File: config.mk
export PLATFORM = sky130hd
export DESIGN_NAME = twi_master
export DESIGN_NICKNAME = d
export VERILOG_FILES = /design/src/rtl/twi_pkg.sv /design/src/rtl/twi_divider.sv /design/src/rtl/twi_engine.sv /design/src/rtl/twi_master.sv
export SDC_FILE = /design/constraint.sdc
export NUM_CORES = 1
export LEC_CHECK = 0
export BUFFER_PORTS_ARGS = -buffer_cell sky130_fd_sc_hd__buf_2
export CAP_MARGIN = 20
export CORE_UTILIZATION = 30
export DETAILED_ROUTE_END_ITERATION = 10
export GPL_TIMING_DRIVEN = 0
export PLACE_DENSITY = 0.56
export SYNTH_ARGS = -nofsm -noshare
export SYNTH_HDL_FRONTEND = slang
export SYNTH_SLANG_ARGS = --single-unit
File: constraint.sdc
create_clock -name clk -period 5 [get_ports clk]
set_clock_uncertainty 0.1 [all_clocks]
set_input_delay 0.5 -clock clk [delete_from_list [all_inputs] [get_ports clk]]
set_output_delay 0.5 -clock clk [all_outputs]
set_load 0.005 [all_outputs]
File: src/rtl/twi_pkg.sv
package twi_pkg;

    // command codes seen on cmd_op
    typedef enum logic [1:0] {
        OP_START = 2'd0,
        OP_WRITE = 2'd1,
        OP_READ  = 2'd2,
        OP_STOP  = 2'd3
    } twi_op_e;

    // mode value that enables the controller
    localparam logic [2:0] MODE_TWI = 3'd3;

    // index of the acknowledge slot within a byte command
    localparam logic [3:0] ACK_SLOT = 4'd8;

    // timing events produced by the period divider
    typedef struct packed {
        logic at_quarter;   // data line may change (clock low)
        logic at_three_q;   // mid clock-high: start/stop edge
        logic at_end;       // end of period: sample point
        logic low_half;     // clock line is driven low
    } twi_tick_t;

    function automatic logic is_byte_op(twi_op_e op);
        return (op == OP_WRITE) || (op == OP_READ);
    endfunction

endpackage

File: src/rtl/twi_divider.sv
module twi_divider
    import twi_pkg::*;
#(
    parameter int LIN_W = 4,
    parameter int EXP_W = 4
) (
    input  logic             clk,
    input  logic             rst,
    input  logic             run,
    input  logic [LIN_W-1:0] lin,
    input  logic [EXP_W-1:0] expo,
    input  logic             scl_in,
    output twi_tick_t        tick
);
    localparam int CNT_W = LIN_W + (1 << EXP_W);
    localparam logic [CNT_W-1:0] ONE = 1;

    logic [CNT_W-1:0]       cnt, period, half, qtr;
    logic [LIN_W+EXP_W-1:0] prev;
    logic                   chg, stall, adv;

    always_comb begin
        period = (CNT_W'(lin) + ONE) << expo;
        half   = period >> 1;
        qtr    = period >> 2;
        chg    = {lin, expo} != prev;
        stall  = (cnt >= half) && !scl_in;
        adv    = run && !chg && !stall;
        tick.at_quarter = adv && (cnt == qtr);
        tick.at_three_q = adv && (cnt == half + qtr);
        tick.at_end     = adv && (cnt == period - ONE);
        tick.low_half   = cnt < half;
    end

    always_ff @(posedge clk) begin
        if (rst) begin
            cnt  <= '0;
            prev <= '0;
        end else begin
            prev <= {lin, expo};
            if (!run || chg)
                cnt <= '0;
            else if (adv)
                cnt <= (cnt == period - ONE) ? '0 : cnt + ONE;
        end
    end

    // a target holding the clock low during the high phase freezes the count
    a_r9_stretch_freeze: assert property (@(posedge clk) disable iff (rst)
        (run && !chg && stall) |=> (!run || $stable(cnt)));

    // a divider field change restarts the period
    a_r3_reload_zero: assert property (@(posedge clk) disable iff (rst)
        (run && chg) |=> (cnt == '0));

endmodule

File: src/rtl/twi_engine.sv
module twi_engine
    import twi_pkg::*;
(
    input  logic        clk,
    input  logic        rst,
    input  logic        en,
    input  logic        cmd_valid,
    input  twi_op_e     cmd_op,
    input  logic [7:0]  cmd_data,
    input  logic        cmd_nack,
    input  logic        nack_clr,
    input  logic        sda_in,
    input  twi_tick_t   tick,
    output logic        busy,
    output logic        done,
    output logic        nack,
    output logic [7:0]  rd_data,
    output logic        scl_oe,
    output logic        sda_oe
);
    twi_op_e    op;
    logic [3:0] bitidx;
    logic [7:0] shreg;
    logic       rnack, bus_held, accept, last_bit;

    assign accept   = en && !busy && cmd_valid;
    assign last_bit = !is_byte_op(op) || (bitidx == ACK_SLOT);
    assign scl_oe   = busy && tick.low_half && ((op != OP_START) || bus_held);

    always_ff @(posedge clk) begin
        if (rst || !en) begin
            busy     <= 1'b0;
            done     <= 1'b0;
            bus_held <= 1'b0;
            sda_oe   <= 1'b0;
            bitidx   <= '0;
            op       <= OP_START;
            shreg    <= '0;
            rnack    <= 1'b0;
            if (rst) rd_data <= '0;
        end else begin
            done <= 1'b0;
            if (accept) begin
                busy   <= 1'b1;
                op     <= cmd_op;
                shreg  <= cmd_data;
                rnack  <= cmd_nack;
                bitidx <= '0;
            end else if (busy) begin
                if (tick.at_quarter) begin
                    unique case (op)
                        OP_START: sda_oe <= 1'b0;
                        OP_STOP:  sda_oe <= 1'b1;
                        OP_WRITE: sda_oe <= (bitidx != ACK_SLOT) && !shreg[7];
                        OP_READ:  sda_oe <= (bitidx == ACK_SLOT) && !rnack;
                    endcase
                end
                if (tick.at_three_q) begin
                    if (op == OP_START) sda_oe <= 1'b1;
                    if (op == OP_STOP)  sda_oe <= 1'b0;
                end
                if (tick.at_end) begin
                    if (is_byte_op(op) && (bitidx != ACK_SLOT))
                        shreg <= {shreg[6:0], sda_in};
                    if (last_bit) begin
                        busy     <= 1'b0;
                        done     <= 1'b1;
                        bus_held <= (op != OP_STOP);
                        if (op == OP_READ) rd_data <= shreg;
                    end else begin
                        bitidx <= bitidx + 4'd1;
                    end
                end
            end
        end
    end

    always_ff @(posedge clk) begin
        if (rst)
            nack <= 1'b0;
        else if (busy && tick.at_end && (op == OP_WRITE) && (bitidx == ACK_SLOT) && sda_in)
            nack <= 1'b1;
        else if (nack_clr)
            nack <= 1'b0;
    end

    // leaving the enabled mode frees both lines and the engine
    a_r1_idle_release: assert property (@(posedge clk) disable iff (rst)
        !en |=> (!busy && !sda_oe && !scl_oe));

    // nack holds until cleared
    a_r6_nack_sticky: assert property (@(posedge clk) disable iff (rst)
        (nack && !nack_clr) |=> nack);

    // done only appears once the engine is idle
    a_r8_done_idle: assert property (@(posedge clk) disable iff (rst)
        done |-> !busy);

    // a command keeps running until its last sample point
    a_r8_busy_hold: assert property (@(posedge clk) disable iff (rst)
        (busy && en && !tick.at_end) |=> busy);

endmodule

File: src/rtl/twi_master.sv
module twi_master
    import twi_pkg::*;
#(
    parameter int LIN_W = 4,
    parameter int EXP_W = 4
) (
    input  logic             clk,
    input  logic             rst,
    input  logic [2:0]       ctl_mode,
    input  logic [LIN_W-1:0] div_lin,
    input  logic [EXP_W-1:0] div_exp,
    input  logic             cmd_valid,
    input  logic [1:0]       cmd_op,
    input  logic [7:0]       cmd_data,
    input  logic             cmd_nack,
    input  logic             nack_clr,
    input  logic             scl_i,
    input  logic             sda_i,
    output logic             scl_oe,
    output logic             sda_oe,
    output logic             busy,
    output logic             done,
    output logic             nack,
    output logic [7:0]       rd_data
);
    logic      en;
    twi_tick_t tick;

    assign en = (ctl_mode == MODE_TWI);

    twi_divider #(.LIN_W(LIN_W), .EXP_W(EXP_W)) u_div (
        .clk    (clk),
        .rst    (rst),
        .run    (busy),
        .lin    (div_lin),
        .expo   (div_exp),
        .scl_in (scl_i),
        .tick   (tick)
    );

    twi_engine u_eng (
        .clk       (clk),
        .rst       (rst),
        .en        (en),
        .cmd_valid (cmd_valid),
        .cmd_op    (twi_op_e'(cmd_op)),
        .cmd_data  (cmd_data),
        .cmd_nack  (cmd_nack),
        .nack_clr  (nack_clr),
        .sda_in    (sda_i),
        .tick      (tick),
        .busy      (busy),
        .done      (done),
        .nack      (nack),
        .rd_data   (rd_data),
        .scl_oe    (scl_oe),
        .sda_oe    (sda_oe)
    );

endmodule

# Yosys cells after proc, flatten, opt, wreduce, memory -nomap -nowiden
# Cells that the tools add are included.
# op_classes
addsub	5
magnitude_cmp	2
n_eq_ne	13
shifts	1
mux	24
n_bitwise	4
n_reduce_logical	48
# ops
operator	count
$mux 8	11
$eq 20x20->1	2
$add 19x18->20	1
$add 20x1->20 const B	1
$eq 20x18->1	1
$ge 20x19->1	1
$lt 20x19->1	1
$mux 20	1
$shl 20x4->20	1
$sub 20x1->20 const B	1
$reduce_bool 2->1	9
$logic_and 1x1->1	17
$mux 1	11
$logic_not 1->1	8
$ne 8x8->1	1
$ne 2x2->1 const B	3
$reduce_and 3->1	2
$reduce_and 6->1	1
$add 4x1->5 const B	1
$logic_or 1x1->1	5
$add 4x1->4 const B	1
$eq 2x2->1 const B	2
$eq 4x4->1 const B	1
$ne 4x4->1 const B	1
9 further kinds	13
# word_totals
ff_bits	56
inputBits	28
output_inout_bits	13
word_cells	109

# Logic depth before layout (Yosys ltp)
# Gate-level depths: netlist of run 1.
# logic_depth
ltp_word	12
mapped_depth	19

# Hierarchy
# Synthesis of run 1 repeated with hierarchy kept, for this count alone.
# unflattened
cells_unflattened	767
area_unflattened_um2	6034.5
# by_module_without_submodules
mod	n_inst	cells_per_inst	area_each_um2	seq_area_each_um2
twi_divider	1	629	4668.2	560.5
twi_engine	1	137	1357.6	640.6
twi_master	1	1	8.8	0.0

# Worst setup path after synthesis of run 1
# No wires, ideal clock.
# synth_timing
kind	input-to-reg
from	input div_lin[0]
to	register u_eng.rd_data[0] (enable)
t_arrival_ns	4.747
required_time_ns	4.513
slack_ns	-0.234
cell_stages	15
path_cell_list	ha_1 > xor2_1 > a221oi_1 > o41ai_1 > inv_1 > ha_1 > nand4_1 > nor3_1 > a22oi_1 > a31o_2 > and2_0 > clkbuf_1 > nand4_1 > or4b_2 > o31ai_1
# synth_between
elab_chain_cells	9
elab_cells_between_ends	14
cone_classes	add/sub (2); order compare (1); eq/ne (2); shift (1); reduce/logical (8)
# synth_rtl
element	line	text
start: declaration	twi_master.sv:10	input logic [LIN_W-1:0] div_lin,
branches (longest 6 deep; another with $sub 20x1->20)	--	
$logic_and 1x1->1 *	twi_divider.sv:31	tick.at_end = adv && (cnt == period - ONE);
$reduce_bool 2->1 (no line) *	--	
$reduce_and 6->1 (no line) *	--	
end signal: assignment	twi_engine.sv:69	if (op == OP_READ) rd_data <= shreg;
end: declaration	twi_engine.sv:17	output logic [7:0] rd_data,
# Mark *: on every way between the ends.
# A chain may end at the register's enable or synchronous reset.

# Worst setup path after layout of run 1
# layout_timing
from	input div_lin[1]
to	register u_div.cnt[12]
# layout_between
elab_chain_cells	6
elab_cells_between_ends	14
cone_classes	add/sub (2); order compare (1); eq/ne (2); shift (1); mux (1); reduce/logical (7)
# layout_rtl
element	line	text
branches (longest 6 deep; another with $sub 20x1->20)	--	
end signal: assignment	twi_divider.sv:44	cnt <= (cnt == period - ONE) ? '0 : cnt + ONE;
end: declaration	twi_divider.sv:18	logic [CNT_W-1:0] cnt, period, half, qtr;
# Parallel ways; which one is timed is not known.

==> results of run 1 <==
## how the worst max path moves through the flow
stage	slack, ps	endpoint	startpoint	cells after the start
after global routing	2	u_div.cnt[0]	div_lin[1]	19
after floorplan	3	u_eng.rd_data[0]	div_lin[0]	15
after CTS	20	u_div.cnt[0]	div_lin[3]	18
after detailed placement	-1320	u_div.cnt[0]	div_lin[1]	17
after global placement	-1700	u_div.cnt[0]	div_lin[1]	17
final	160	u_div.cnt[12]	div_lin[1]	18
## cells in the mapped netlist, types with 3 or more instances
library cell and n:
nor3_1 15, buf_2 7, nand2b_1 13, a21oi_1 38, inv_1 44, or3_1 3, o211ai_1 7, or4_1 8
ha_1 67, a211oi_1 10, o21ai_0 27, nor3b_1 7, dfxtp_1 48, edfxtp_1 8, nand2_1 67, a2111oi_0 6
a41oi_1 3, xor2_1 37, nand4_1 20, xnor2_1 53, o31ai_1 4, and2_1 15, a311oi_1 4, a31oi_1 6
o2111ai_1 4, a21boi_0 4, nand3_1 34, nor2b_1 10, clkbuf_1 31, buf_6 4, and4_1 4, nor4_1 11
or2_2 4, a31o_2 4, mux2i_1 19, a21o_1 14, nand4b_1 4, nand3b_1 8, nor2_1 66, and3_1 12
## critical path: cells and delay by family
kind / cells / cell delay [ps]
and+or+nand+nor: 9 / 2460
AOI/OAI and AO/OA: 3 / 740
adders and majority gates: 2 / 620
buffers and inverters: 4 / 650
## kinds of logic after synthesis
| kind of cell | count (synthesis) | share of synthesized area (%) |
|---|---|---|
| simple gates | 313 | 26.2 |
| compound gates | 162 | 18.5 |
| xor+xnor | 92 | 13.3 |
| buf+inv | 90 | 6.00 |
| fa+ha+maj | 68 | 13.7 |
| flops | 56 | 19.1 |
| mux | 20 | 3.21 |
## flip-flops by register name (all words and copies together) (netlist names)
| signal | count |
|---|---|
| u_div.cnt | 20 |
| u_div.prev | 8 |
| u_eng.bitidx | 4 |
| u_eng.bus_held | 1 |
| u_eng.busy | 1 |
| u_eng.done | 1 |
| u_eng.nack | 1 |
| u_eng.op | 2 |
| u_eng.rd_data | 8 |
| u_eng.rnack | 1 |
| u_eng.sda_oe | 1 |
| u_eng.shreg | 8 |
## where the power goes
part,internal [mW],switching [mW],total [mW]
Sequential,0.461,0.00256,0.464
Combinational,0.176,0.260,0.436
Clock,0.188,0.181,0.369
Total,0.826,0.443,1.27
## stage by stage
step           hold WS, ps  instance area, um2  worst slack (ps)  TNS (ps)
2_1_floorplan          346                6280              3.00         0
3_3_place_gp           353                6820             -1700    -67450
3_5_place_dp           363                6830             -1320    -49980
4_1_cts                288                7180              21.8         0
5_1_grt                300                7330              1.97         0
6_report               287                7330               155         0
## area by class of cell
| cell class | instances | area [um2] | share of cell area, % |
|---|---|---|---|
| inverters | 46 | 176 | 2.41 |
| plain buffers | 43 | 220 | 3.00 |
| clock buffers | 6 | 129 | 1.76 |
| well taps | 270 | 338 | 4.61 |
| repair buffers | 54 | 320 | 4.37 |
| flip-flops and latches | 56 | 1200 | 16.4 |
| clock inverters | 2 | 16.3 | 0.222 |
| multi-input cells | 655 | 4930 | 67.3 |
## per-layer routing
| metal | GRT usage [%] | up-vias | wire (um) |
|---|---|---|---|
| met5 | 0 | - | 0 |
| met4 | 6.77 | 0 | 474 |
| met3 | 1.41 | 30 | 763 |
| met2 | 29.3 | 162 | 8800 |
| met1 | 23.6 | 2850 | 9020 |
| li1 | - | 2994 | - |
## timing repair
action / 4_1_cts / 5_1_grt
pin swaps: 7 / 6
cloned: 0 / 0
buffers inserted: 10 / 4
gates resized for setup: 30 / 33
setup endpoints to repair: 45 / 39
==> metrics.cfg, run 1 <==
[run_status]
status=finished clean

[setup_path]
reg2reg_setup_slack_ps=1000
crit_slowest_cell=or4_4
max_stage_delay_ps=590
endpoint_kind=register
cp_cell_sequence=clkbuf_4 -> ha_4 -> nand2b_1 -> and3_4 -> a2111oi_4 -> buf_4 -> inv_1 -> ha_1 -> nand4_1 -> or4_4 -> or4_1 -> a31o_2 -> nand2_4 -> a2111o_1 -> nor4_1 -> or3b_2 -> buf_2 -> nor2_1
crit_arrival_ps=4990
cp_max_fo=10
cp-start-kind=input port
setup.worst_path.class=input port to register
reg2reg_from=u_div.cnt[0]
reg2reg_depth=14
r2r-end=u_eng.shreg[5]
cp.required_ps=5140

[logic_synthesis]
synth_enable_flop_cells=8
ys_top_cells_by_area=dfxtp_1 15%, ha_1 13%, xnor2_1 7.4%, xor2_1 5.2%, nand2_1 4.0%
synthFlopType=dfxtp_1
synth_area_per_cell_um2=7.84
yosysWarnings=0
synthArstFlopShare_pct=0
syn-num-nets=897
ys_seq_elements=56
synth_cell_type_count=76
syn_area_mm2=0.00628
synth_top_cell_by_area=dfxtp_1
yosysSeqAreaShare_pct=19.1
netlist_instances=801
yosysTopAreaCellShare_pct=15.3

[clock_tree]
postCtsHoldBufs=0
clock_path_buffers=2
cts-htree-levels=2
clk_latency_ps=310
cts-buffers-inserted=5
tritoncts_num_sinks=56
cts_tree=yes
clkTransAtPathRegs_ps=80
cts_root_buf=clkbuf_16

[sta]
relSlewSlack_pct=39.5
slew_violations=0
fmax_ghz=0.206
setup_violations=0
rsz0062_at_grt=no
final-hold-violation-count=0
period_needed_ps=4840
post-route-period-util_pct=96.9
tightest_slew_ps=906

[routing]
post_drt_wl_per_cell_um=16.8
drc=0
drt-total-wl_mm=19.1
vias=6036
first_pass_iters=6
antenna_left=0
drtIter0Drc=402
via_per_inst=5.33

[global_routing]
grt_pass1_wl_mm=30.2
grt_overflow=0
first_global_vias=5772
antenna_found_initial=0
grt_max_degree=18
grt_use_total_pct=17.6

[placed_design]
io_buffers=39
placed_cells=1111
routabilityCongestion=0.904
dp_hpwl_mm=15.4

[floorplanning]
fp.dieArea_mm2=0.0215
die_x_um=147
pin_count=41
rows=52
die_h_um=147
initial_core_util_pct=30.8
core_mm2=0.0204

[cells_and_area]
layout_common_cells=65 x nor2_1, 65 x ha_1, 64 x nand2_1, 53 x xnor2_1, 48 x dfxtp_1
antenna_cells=0
n_fill_cell=2145
nets=957
final_core_util_pct=36.0
instances_no_fill=1132
areaGrowthSynthToFinish_pct=16.8
drive_gt1_share_pct=15.1

[worst_hold_path]
hold_depth=2
min_to=u_eng.shreg[2]
hp-class=input port to register
holdCritStartpoint=cmd_data[2]

[pwr]
worst_ir_drop_vdd_mv=0.131
power_mw=1.27
p_leak_nw=3.04
powerDensity_mw_per_mm2=173

[job]
drv_cap=0

Power figures use the tool's default switching activity.
==> run 2, diff against run 1 <==
PLACE_DENSITY = 0.48   (was 0.56)
==> run 2 against run 1 <==
Critical path type unchanged. Sequential power is essentially flat. Final cell count is essentially flat. Maximum frequency fell by 0.48%. Via count decreased by 2.8%. Critical path depth grew 1. Register-to-register slack lost 90 ps. Highest routed layer unchanged.
==> metrics.cfg, run 2 (same netlist as run 1, synthesis figures left out) <==
[routing]
wl_met2_mm=8.99  ; was 8.80 mm
antenna_left=0  ; unchanged
drtIter0Drc=362  ; was 402
top_layer=met4  ; unchanged
post_drt_wl_per_cell_um=17.6  ; was 16.8 um
via_per_inst=5.18  ; was 5.33
vias=5869  ; was 6,036
first_pass_iters=5  ; was 6
wl_met3_um=607  ; was 763 um
drc=0  ; unchanged
drt-total-wl_mm=20.0  ; was 19.1 mm
met1_length_mm=10.1  ; was 9.02 mm

[worst_hold_path]
hold_depth=2  ; unchanged
holdCritStartpoint=cmd_data[3]  ; was cmd_data[2]
min_to=u_eng.shreg[3]  ; was u_eng.shreg[2]
hp-class=input port to register  ; unchanged

[pwr]
p_leak_nw=3.05  ; was 3.04 nW
clockPowerShare_pct=29.6  ; was 29.1%
combPwrFrac_pct=34.1  ; was 34.4%
powerDensity_mw_per_mm2=174  ; was 173 mW/mm2
swShare_pct=35.2  ; was 34.9%
internal_power_uw=827  ; was 826 uW
power.switching_uw=449  ; was 443 uW
worst_ir_drop_vdd_mv=0.132  ; was 0.131 mV
seqPwrFrac_pct=36.3  ; was 36.6%

[sta]
period_needed_ps=4870  ; was 4840 ps
rsz0062_at_grt=yes  ; was no
fmax_ghz=0.205  ; was 0.206 GHz
final-hold-violation-count=0  ; unchanged
setup_ws_ps=132  ; was 155 ps
relSlewSlack_pct=45.5  ; was 39.5%
slew_violations=0  ; unchanged
post-route-period-util_pct=97.4  ; was 96.9%
setup_violations=0  ; unchanged
tightest_slew_ps=815  ; was 906 ps

[cells_and_area]
largest_register_ff_count=20  ; unchanged
drive_gt1_share_pct=15.4  ; was 15.1%
nets=958  ; was 957
final_common_cell=ha_1
layout_common_cells=66 x ha_1, 64 x nor2_1, 62 x nand2_1, 53 x xnor2_1, 48 x dfxtp_1  ; was 65 x nor2_1, 65 x ha_1, 64 x nand2_1, 53 x xnor2_1, 48 x dfxtp_1
regMostFlops=u_div.cnt  ; unchanged
areaGrowthSynthToFinish_pct=16.6  ; was 16.8%
final_core_util_pct=36.0  ; about the same
antenna_cells=0  ; unchanged
n_fill_cell=2150  ; was 2,145

[floorplanning]
initial_core_util_pct=30.8  ; unchanged
die_h_um=147  ; unchanged
pin_count=41  ; unchanged
rows=52  ; unchanged
fp.dieArea_mm2=0.0215  ; unchanged
core_mm2=0.0204  ; unchanged
die_x_um=147  ; unchanged

[clock_tree]
clock_path_buffers=2  ; unchanged
cts_root_buf=clkbuf_16  ; unchanged
tritoncts_num_sinks=56  ; unchanged
clkTransAtPathRegs_ps=80  ; about the same
postCtsHoldBufs=0  ; unchanged
clk_latency_ps=310  ; about the same
cts-buffers-inserted=5  ; unchanged
cts-htree-levels=2  ; unchanged
cts_tree=yes  ; unchanged

[setup_path]
path_buf_inv=5  ; was 4
setup.worst_path.class=input port to register  ; unchanged
cp-start-kind=input port  ; unchanged
crit_slowest_cell=or4_1  ; was or4_4
reg2reg_setup_slack_ps=910  ; was 1000 ps
crit_family=compound AO/OA/AOI/OAI gates  ; was simple AND/OR/NAND/NOR gates
cp.depth=19  ; was 18
cp.required_ps=5100  ; was 5140 ps
cp_max_fo=10  ; unchanged
cp_cell_sequence=buf_2 -> clkbuf_4 -> and3_4 -> or2_1 -> buf_6 -> a32o_1 -> a21oi_2 -> nand2_1 -> ha_1 -> a2111oi_0 -> or4_1 -> a31o_2 -> nand2_4 -> a2111o_1 -> or4_1 -> buf_2 -> clkbuf_4 -> mux2i_1 -> a21o_1  ; was clkbuf_4 -> ha_4 -> nand2b_1 -> and3_4 -> a2111oi_4 -> buf_4 -> inv_1 -> ha_1 -> nand4_1 -> or4_4 -> or4_1 -> a31o_2 -> nand2_4 -> a2111o_1 -> nor4_1 -> or3b_2 -> buf_2 -> nor2_1
reg2reg_depth=14  ; unchanged
r2r-end=u_eng.shreg[4]  ; was u_eng.shreg[5]
reg2reg_from=u_div.cnt[0]  ; unchanged
endpoint_kind=register  ; unchanged
max_stage_delay_ps=520  ; was 590 ps
crit_arrival_ps=4970  ; was 4990 ps

[placed_design]
dp_hpwl_mm=16.2  ; was 15.4 mm
routabilityCongestion=0.868  ; was 0.904
pre_cts_ws_ps=-1570  ; was -1320 ps
io_buffers=39  ; unchanged

[global_routing]
grt_use_total_pct=18.8  ; was 17.6%
first_global_vias=5688  ; was 5,772
antenna_found_initial=0  ; unchanged
grt_overflow=0  ; unchanged
grt_max_degree=20  ; was 18
grt_pass1_wl_mm=31.7  ; was 30.2 mm

[job]
drv_cap=0  ; unchanged

[run_status]
status=finished clean  ; unchanged

==> run 2: changes by cell type in the layout (fill, tap and decap cells not counted), moves of 2 or more <==
cell | previous run | this run
o21ai_1 | 1 | 5
o21ai_0 | 24 | 21
buf_2 | 47 | 45
buf_4 | 15 | 17
clkbuf_4 | 3 | 5
clkinvlp_4 | 2 | 0
inv_6 | 0 | 2
nand2_1 | 64 | 62
nand2_2 | 2 | 4
o21ai_2 | 2 | 0
==> run 2: final cells by class <==
| cell class | count | area, um2 | share of cell area (%) |
|---|---|---|---|
| buffer | 43 | 225 | 3.08 |
| tap | 270 | 338 | 4.61 |
| timing repair buffer | 55 | 315 | 4.31 |
| clock inverter | 3 | 23.8 | 0.325 |
| clock buffer | 5 | 125 | 1.71 |
| sequential | 56 | 1200 | 16.4 |
| inverter | 46 | 174 | 2.38 |
| multi-input combinational | 655 | 4920 | 67.2 |
==> run 2: worst max path at each step <==
stage | end | slack [ps] | from
after global routing | u_div.cnt[6] | -30 | div_lin[3]
after floorplan | u_eng.rd_data[0] | 3 | div_lin[0]
after global placement | u_eng.rd_data[4] | -1970 | div_lin[1]
after CTS | u_div.cnt[0] | 20 | div_lin[1]
after detailed placement | u_eng.rd_data[1] | -1570 | div_lin[1]
final | u_eng.shreg[4] | 130 | div_lin[0]
==> run 2: routing by layer <==
metal  vias to the layer above  GRT usage (%)
li1                       2996              -
met1                      2750           26.8
met2                       108           30.9
met3                        15           1.19
met4                         0           3.75
met5                         -              0
==> run 2: timing repair <==
action,CTS,global route
gates resized for setup,36,34
setup buffers,9,6
endpoints found under the setup margin,45,39
gates cloned,0,0
pin swaps,6,8
==> run 2: metrics by stage <==
step,power [mW],TNS [ps],cells,hold WS [ps],cell area [um2]
floorplan,0.764,0,801,346,6280
global placement,0.870,-77160,1110,372,6820
detailed placement,0.867,-53340,1111,377,6830
CTS,1.27,0,1127,287,7180
global route,1.35,-94.1,1133,291,7320
finish,1.28,0,1133,288,7320
==> run 2: power groups by stage <==
stage	Sequential, mW	Clock (mW)	Combinational, mW
2_1_floorplan	0.475	0	0.289
3_3_place_gp	0.475	0	0.396
3_5_place_dp	0.475	0	0.393
4_1_cts	0.464	0.389	0.417
5_1_grt	0.465	0.406	0.475
6_report	0.464	0.377	0.435
